<file path="src/rtl/mdio_pair_pkg.sv">
package mdio_pair_pkg;

    typedef enum logic [2:0] {
        ST_PREAMBLE,
        ST_START,
        ST_HEADER,
        ST_TURN,
        ST_DATA
    } frame_state_t;

    typedef enum logic {
        PAIR_EMPTY,
        PAIR_HALF
    } pair_state_t;

    localparam logic [1:0] OPC_WRITE = 2'b01;
    localparam logic [1:0] OPC_READ  = 2'b10;

endpackage

</file>
<file path="src/rtl/mdio_edge_sync.sv">
module mdio_edge_sync #(
    parameter int STAGES = 2
) (
    input  logic clk,
    input  logic rst_n,
    input  logic mdc,
    input  logic mdio_i,
    output logic mdc_rise,
    output logic mdio_bit
);

    logic [STAGES:0]   mdc_q;
    logic [STAGES-1:0] dat_q;

    always_ff @(posedge clk or negedge rst_n) begin
        if (!rst_n) begin
            mdc_q <= '0;
            dat_q <= '1;
        end else begin
            mdc_q <= {mdc_q[STAGES-1:0], mdc};
            dat_q <= {dat_q[STAGES-2:0], mdio_i};
        end
    end

    assign mdc_rise = mdc_q[STAGES-1] & ~mdc_q[STAGES];
    assign mdio_bit = dat_q[STAGES-1];

endmodule

</file>
<file path="src/rtl/mdio_frame_rx.sv">
module mdio_frame_rx
    import mdio_pair_pkg::*;
#(
    parameter int PHY_W   = 5,
    parameter int REG_W   = 5,
    parameter int DATA_W  = 16,
    parameter int PRE_LEN = 32
) (
    input  logic              clk,
    input  logic              rst_n,
    input  logic              bit_valid,
    input  logic              bit_in,
    input  logic [PHY_W-1:0]  my_phy,
    output logic              wr_done,
    output logic              rd_hit,
    output logic [REG_W-1:0]  f_reg,
    output logic [DATA_W-1:0] f_data
);

    localparam int HDR_LEN = 2 + PHY_W + REG_W;
    localparam int MAX_A   = (PRE_LEN > DATA_W) ? PRE_LEN : DATA_W;
    localparam int MAX_C   = (MAX_A > HDR_LEN) ? MAX_A : HDR_LEN;
    localparam int CNT_W   = $clog2(MAX_C + 1);

    frame_state_t       state, state_nx;
    logic [CNT_W-1:0]   cnt;
    logic [HDR_LEN-2:0] hdr;
    logic [HDR_LEN-1:0] hdr_next;
    logic [1:0]         op_f;
    logic [PHY_W-1:0]   phy_f;
    logic [REG_W-1:0]   reg_f;
    logic               pre_full, last_hdr, last_turn, last_data, phy_hit;

    assign hdr_next  = {hdr, bit_in};
    assign op_f      = hdr_next[HDR_LEN-1 -: 2];
    assign phy_f     = hdr_next[REG_W +: PHY_W];
    assign reg_f     = hdr_next[REG_W-1:0];
    assign phy_hit   = (phy_f == my_phy);
    assign pre_full  = (cnt >= CNT_W'(PRE_LEN));
    assign last_hdr  = (cnt == CNT_W'(HDR_LEN - 1));
    assign last_turn = (cnt == CNT_W'(1));
    assign last_data = (cnt == CNT_W'(DATA_W - 1));

    // State register
    always_ff @(posedge clk or negedge rst_n) begin
        if (!rst_n) state <= ST_PREAMBLE;
        else        state <= state_nx;
    end

    // Next-state decode
    always_comb begin
        state_nx = state;
        if (bit_valid) begin
            unique case (state)
                ST_PREAMBLE: if (!bit_in && pre_full) state_nx = ST_START;
                ST_START:    state_nx = bit_in ? ST_HEADER : ST_PREAMBLE;
                ST_HEADER:   if (last_hdr)
                                 state_nx = (op_f == OPC_WRITE && phy_hit) ? ST_TURN : ST_PREAMBLE;
                ST_TURN:     if (last_turn) state_nx = ST_DATA;
                ST_DATA:     if (last_data) state_nx = ST_PREAMBLE;
            endcase
        end
    end

    // Datapath and outputs
    always_ff @(posedge clk or negedge rst_n) begin
        if (!rst_n) begin
            cnt     <= '0;
            hdr     <= '0;
            f_reg   <= '0;
            f_data  <= '0;
            wr_done <= 1'b0;
            rd_hit  <= 1'b0;
        end else begin
            wr_done <= 1'b0;
            rd_hit  <= 1'b0;
            if (bit_valid) begin
                unique case (state)
                    ST_PREAMBLE: begin
                        if (!bit_in)       cnt <= '0;
                        else if (!pre_full) cnt <= cnt + 1'b1;
                    end
                    ST_START: cnt <= '0;
                    ST_HEADER: begin
                        hdr <= hdr_next[HDR_LEN-2:0];
                        if (last_hdr) begin
                            cnt   <= '0;
                            f_reg <= reg_f;
                            if (op_f == OPC_READ && phy_hit) rd_hit <= 1'b1;
                        end else begin
                            cnt <= cnt + 1'b1;
                        end
                    end
                    ST_TURN: cnt <= last_turn ? '0 : cnt + 1'b1;
                    ST_DATA: begin
                        f_data <= {f_data[DATA_W-2:0], bit_in};
                        if (last_data) begin
                            cnt     <= '0;
                            wr_done <= 1'b1;
                        end else begin
                            cnt <= cnt + 1'b1;
                        end
                    end
                endcase
            end
        end
    end

endmodule

</file>
<file path="src/rtl/mdio_word_pair.sv">
module mdio_word_pair
    import mdio_pair_pkg::*;
#(
    parameter int PHY_W  = 5,
    parameter int REG_W  = 5,
    parameter int DATA_W = 16
) (
    input  logic                      clk,
    input  logic                      rst_n,
    input  logic                      wr_done,
    input  logic                      rd_hit,
    input  logic [PHY_W-1:0]          my_phy,
    input  logic [REG_W-1:0]          f_reg,
    input  logic [DATA_W-1:0]         f_data,
    output logic                      wr_en,
    output logic [PHY_W+REG_W-2:0]    wr_addr,
    output logic [2*DATA_W-1:0]       wr_data,
    output logic                      pend_valid
);

    localparam int DWA_W = REG_W - 1;

    pair_state_t        pstate, pstate_nx;
    logic               pend_half;
    logic [DWA_W-1:0]   pend_dwa;
    logic [DATA_W-1:0]  pend_data;
    logic               half;
    logic [DWA_W-1:0]   dwa;
    logic               same_dw, match_pair;

    assign half       = f_reg[0];
    assign dwa        = f_reg[REG_W-1:1];
    assign same_dw    = (pend_dwa == dwa);
    assign match_pair = same_dw && (pend_half != half);
    assign pend_valid = (pstate == PAIR_HALF);

    // State register
    always_ff @(posedge clk or negedge rst_n) begin
        if (!rst_n) pstate <= PAIR_EMPTY;
        else        pstate <= pstate_nx;
    end

    // Next-state decode
    always_comb begin
        pstate_nx = pstate;
        unique case (pstate)
            PAIR_EMPTY: if (wr_done) pstate_nx = PAIR_HALF;
            PAIR_HALF: begin
                if (rd_hit)                        pstate_nx = PAIR_EMPTY;
                else if (wr_done && !same_dw)      pstate_nx = PAIR_HALF;
                else if (wr_done)                  pstate_nx = PAIR_EMPTY;
            end
        endcase
    end

    // Pending half and write port
    always_ff @(posedge clk or negedge rst_n) begin
        if (!rst_n) begin
            pend_half <= 1'b0;
            pend_dwa  <= '0;
            pend_data <= '0;
            wr_en     <= 1'b0;
            wr_addr   <= '0;
            wr_data   <= '0;
        end else begin
            wr_en <= 1'b0;
            if (wr_done && (pstate == PAIR_EMPTY || !same_dw)) begin
                pend_half <= half;
                pend_dwa  <= dwa;
                pend_data <= f_data;
            end else if (wr_done && pstate == PAIR_HALF && !rd_hit && match_pair) begin
                wr_en   <= 1'b1;
                wr_addr <= {my_phy, dwa};
                wr_data <= half ? {f_data, pend_data} : {pend_data, f_data};
            end
        end
    end

endmodule

</file>
<file path="src/rtl/mdio_pair_slave.sv">
module mdio_pair_slave #(
    parameter int PHY_W     = 5,
    parameter int REG_W     = 5,
    parameter int DATA_W    = 16,
    parameter int PRE_LEN   = 32,
    parameter int SYNC_STG  = 2,
    localparam int ADDR_W   = PHY_W + REG_W - 1,
    localparam int WORD_W   = 2 * DATA_W
) (
    input  logic              clk,
    input  logic              rst_n,
    input  logic [PHY_W-1:0]  slave_phy,
    input  logic              mdc,
    input  logic              mdio_i,
    output logic              mdio_o,
    output logic              mdio_oe,
    output logic              wr_en,
    output logic [ADDR_W-1:0] wr_addr,
    output logic [WORD_W-1:0] wr_data
);

    logic              mdc_rise;
    logic              mdio_bit;
    logic              wr_done;
    logic              rd_hit;
    logic              pend_valid;
    logic [REG_W-1:0]  f_reg;
    logic [DATA_W-1:0] f_data;

    assign mdio_o  = 1'b0;
    assign mdio_oe = 1'b0;

    mdio_edge_sync #(.STAGES(SYNC_STG)) u_sync (
        .clk      (clk),
        .rst_n    (rst_n),
        .mdc      (mdc),
        .mdio_i   (mdio_i),
        .mdc_rise (mdc_rise),
        .mdio_bit (mdio_bit)
    );

    mdio_frame_rx #(
        .PHY_W   (PHY_W),
        .REG_W   (REG_W),
        .DATA_W  (DATA_W),
        .PRE_LEN (PRE_LEN)
    ) u_rx (
        .clk       (clk),
        .rst_n     (rst_n),
        .bit_valid (mdc_rise),
        .bit_in    (mdio_bit),
        .my_phy    (slave_phy),
        .wr_done   (wr_done),
        .rd_hit    (rd_hit),
        .f_reg     (f_reg),
        .f_data    (f_data)
    );

    mdio_word_pair #(
        .PHY_W  (PHY_W),
        .REG_W  (REG_W),
        .DATA_W (DATA_W)
    ) u_pair (
        .clk        (clk),
        .rst_n      (rst_n),
        .wr_done    (wr_done),
        .rd_hit     (rd_hit),
        .my_phy     (slave_phy),
        .f_reg      (f_reg),
        .f_data     (f_data),
        .wr_en      (wr_en),
        .wr_addr    (wr_addr),
        .wr_data    (wr_data),
        .pend_valid (pend_valid)
    );

endmodule

</file>
<file path="config.mk">
export PLATFORM = sky130hd
export DESIGN_NAME = mdio_pair_slave
export DESIGN_NICKNAME = d
export VERILOG_FILES = /design/src/rtl/mdio_pair_pkg.sv /design/src/rtl/mdio_edge_sync.sv /design/src/rtl/mdio_frame_rx.sv /design/src/rtl/mdio_word_pair.sv /design/src/rtl/mdio_pair_slave.sv
export SDC_FILE = /design/constraint.sdc
export NUM_CORES = 1
export LEC_CHECK = 0
export CORE_MARGIN = 3
export CORE_UTILIZATION = 42
export DETAILED_ROUTE_END_ITERATION = 8
export GPL_ROUTABILITY_DRIVEN = 0
export PLACE_DENSITY = 0.72
export SYNTH_ARGS = -nofsm -noshare
export SYNTH_HDL_FRONTEND = slang
export SYNTH_SLANG_ARGS = --single-unit
export TNS_END_PERCENT = 10
</file>
<file path="constraint.sdc">
create_clock -name clk -period 5.9 [get_ports clk]
set_input_delay 0.59 -clock clk [delete_from_list [all_inputs] [get_ports clk]]
set_output_delay 0.59 -clock clk [all_outputs]
set_load 0.01 [all_outputs]
</file>
==> flow_metrics.env <==
export IMPL_port_buffer_count=50
export IMPL_vias=2811
export IMPL_largest_reg_flops=32
export IMPL_synth_edff_count=0
export IMPL_status="finished clean"
export IMPL_rr_startpoint="u_rx.state[2]"
export IMPL_cts_tree="yes"
export IMPL_dpl_hpwl_mm=5.64
export IMPL_fin_ws_ns=3.52
export IMPL_dp_slack_ns=3.54
export IMPL_cp_max_fo=12
export IMPL_ant_nets=0
export IMPL_clockBufferDepth=2
export IMPL_cp_slowest_stage_delay_ns=0.73
export IMPL_ctsHtreeMaxLevel=3
export IMPL_syn_to_final_growth_pct=16.7
export IMPL_drc=0
export IMPL_ys_seq_area_share_pct=54.3
export IMPL_synth_top_area_cell="dfrtp_1"
export IMPL_reg_largest_list="u_pair.wr_data: 32 flops, u_pair.pend_data: 16 flops, u_rx.f_data: 16 flops"
export IMPL_async_flop_share_pct=100
export IMPL_yosysWarningCount=0
export IMPL_overflow=0
export IMPL_insertion_delay_ns=0.35
export IMPL_die_w_um=117
export IMPL_die_area_sq_um=13700
export IMPL_drt_pass1_iterations=4
export IMPL_start_kind="flop"
export IMPL_first_global_vias=3025
export IMPL_leakage_nw=2.93
export IMPL_criticalPathCategory="reg2reg"
export IMPL_synth_top_family_by_area="multiplexers"
export IMPL_rsz0062_at_grt="no"
export IMPL_drt_iter0_markers=119
export IMPL_drive_above_1_share_pct=38.9
export IMPL_viasPerCell=5.20
export IMPL_post_drt_wl_per_cell_um=15.9
export IMPL_multi_input_area_sq_um=2200
export IMPL_diodes=0
export IMPL_end_kind="flop"
export IMPL_synth_area_sq_um=5160
export IMPL_fin_skew_ns=0.00956
export IMPL_worstMarginPinSlew_ns=1.14
export IMPL_clockRootBuffer="clkbuf_16"
export IMPL_pin_count=53
export IMPL_fp_coreArea_sq_um=11700
export IMPL_ff2ff_path_depth=4
export IMPL_synth_top_area_share_pct=53.3
export IMPL_ys_ff_latch=112
export IMPL_initial_core_util_pct=44.1
export IMPL_setup_tns_ns=0
export IMPL_startpoint="u_rx.state[2]"
export IMPL_track_usage_pct=13.9
export IMPL_worstPathRequired_ns=6.13
export IMPL_slowest_stage="nor3_2"
export IMPL_crit_chain="nand2b_1, nor3_2, and4_1, mux2_2"
export IMPL_ir_worst_vdd_uv=249
export IMPL_numCtsBuffers=9
export IMPL_worst_path_stages=4
export IMPL_hold_viol_final=0
export IMPL_cts_setup_buffers=0
export IMPL_synth_flop_cell="dfrtp_1"
export IMPL_cts_num_sinks=112
export IMPL_synth_compound_area_share_pct=2.67
export IMPL_cts_hold_buf=0
export IMPL_min_period_ns=2.38
export IMPL_syn_inst=346
export IMPL_finish_net_count=405
export IMPL_slew_headroom_pct=23.3
export IMPL_drv_cap=0
export IMPL_synth_mux_area_share_pct=30.8
export IMPL_die_y_um=117
export IMPL_antenna_found_initial=0
export IMPL_grt_pass1_wl_mm=14.9
export IMPL_regMostFlops="u_pair.wr_data"
export IMPL_synthXorXnorAreaFrac_pct=1.70
export IMPL_synth_simple_gate_area_share_pct=6.28
export IMPL_p_per_area_nw_per_um2=300
export IMPL_ctsResizeCount=0
export IMPL_yosys_top_cells_area="dfrtp_1 53%, mux2_2 19%, mux2_4 12%"
export IMPL_path_buf_inv=0
export IMPL_synthAdderAreaFrac_pct=0.921
export IMPL_nFillCells=988
export IMPL_avgSynthCellArea_sq_um=14.9
export IMPL_path_clk_slew_ns=0.07
export IMPL_max_freq_ghz=0.420
export IMPL_drv_slew=0
export IMPL_hold_path_class="in2async"
export IMPL_crit_family="simple AND/OR/NAND/NOR gates"
export IMPL_worstPathArrival_ns=2.61
export IMPL_wl_mm=8.62
export IMPL_grt_max_degree=69
export IMPL_setup_viol=0
export IMPL_final_seq_area_sq_um=2810
export IMPL_rows=39
export IMPL_synthDistinctLibCells=47
export IMPL_fin_crit_sh_pct=40.4
worst paths after layout:
path	slack, ns	endpoint
hold reg to reg	0.35	u_sync.mdc_q[1]
min in group clk	0.35	u_sync.mdc_q[1]
setup / recovery	3.52	u_rx.f_reg[0]
hold / removal	0.23	u_pair.wr_data[13]
max in group asynchronous	4.38	u_rx.hdr[10]
setup reg to reg	3.52	u_rx.f_reg[0]
cell families after synthesis:
kind of cell | Yosys count
flops | 112
fa+ha+maj | 4
compound gates | 21
buf+inv | 20
xor+xnor | 10
other cells | 1
mux | 128
simple gates | 50
cells in the final DEF, fill, tap and decap left out, types with 2 or more instances in the layout:
cell             count
xor2_1               9
dfrtp_1            110
a21oi_1              3
nand2_1              9
nor2b_1              4
o21ai_0              6
buf_4                3
nor3_2               2
nor3_1               6
mux2_2              87
inv_1                3
dfstp_2              2
a21o_1               2
a211oi_1             2
ha_1                 3
nand3b_1             2
nor2_1               6
mux2_4              40
clkbuf_16            9
o31ai_1              2
clkbuf_8             3
nand3_1              3
clkdlybuf4s50_1     49
nand2b_1             5
conb_1               2
nor3b_1              2
power by group:
group	total (mW)	internal [mW]	switching, mW
Sequential	0.929	0.838	0.0904
Clock	0.640	0.367	0.273
Combinational	0.236	0.117	0.119
Total	1.80	1.32	0.482
per-stage QoR:
stage	cell area (sq um)	power [mW]	hold WS, ns	cells	utilization, %
final	6020	1.80	0.234	541	51.4
after global routing	6020	1.90	0.271	541	51.4
after CTS	6020	1.83	0.246	541	51.4
after detailed placement	5700	1.18	0.337	525	48.7
after global placement	5700	1.16	0.338	525	48.7
after floorplan	5170	1.10	0.294	347	-
synth_stat cells (5+ instances only):
cell type,instances
nor3_1,6
dfrtp_1,110
nand2_1,9
xor2_1,9
buf_2,5
mux2_4,40
o21ai_0,6
nor2_1,6
mux2_2,87
nand2b_1,5
area by class of cell:
cell class | instances | share of cell area [%]
inverter | 3 | 0.187
timing repair buffer | 52 | 8.52
multi-input combinational | 215 | 36.5
clock buffer | 13 | 4.49
tap | 143 | 2.97
sequential | 112 | 46.6
clock inverter | 3 | 0.790
metal layers:
layer / GRT usage, % / routed length (um) / up-vias
met1: 17.9 / 3930 / 1416
met5: 0 / 0 / -
met3: 3.96 / 331 / 12
met4: 4.51 / 132 / 0
li1: - / - / 1323
met2: 22.8 / 4220 / 60
(Power assumes the default switching activity.)
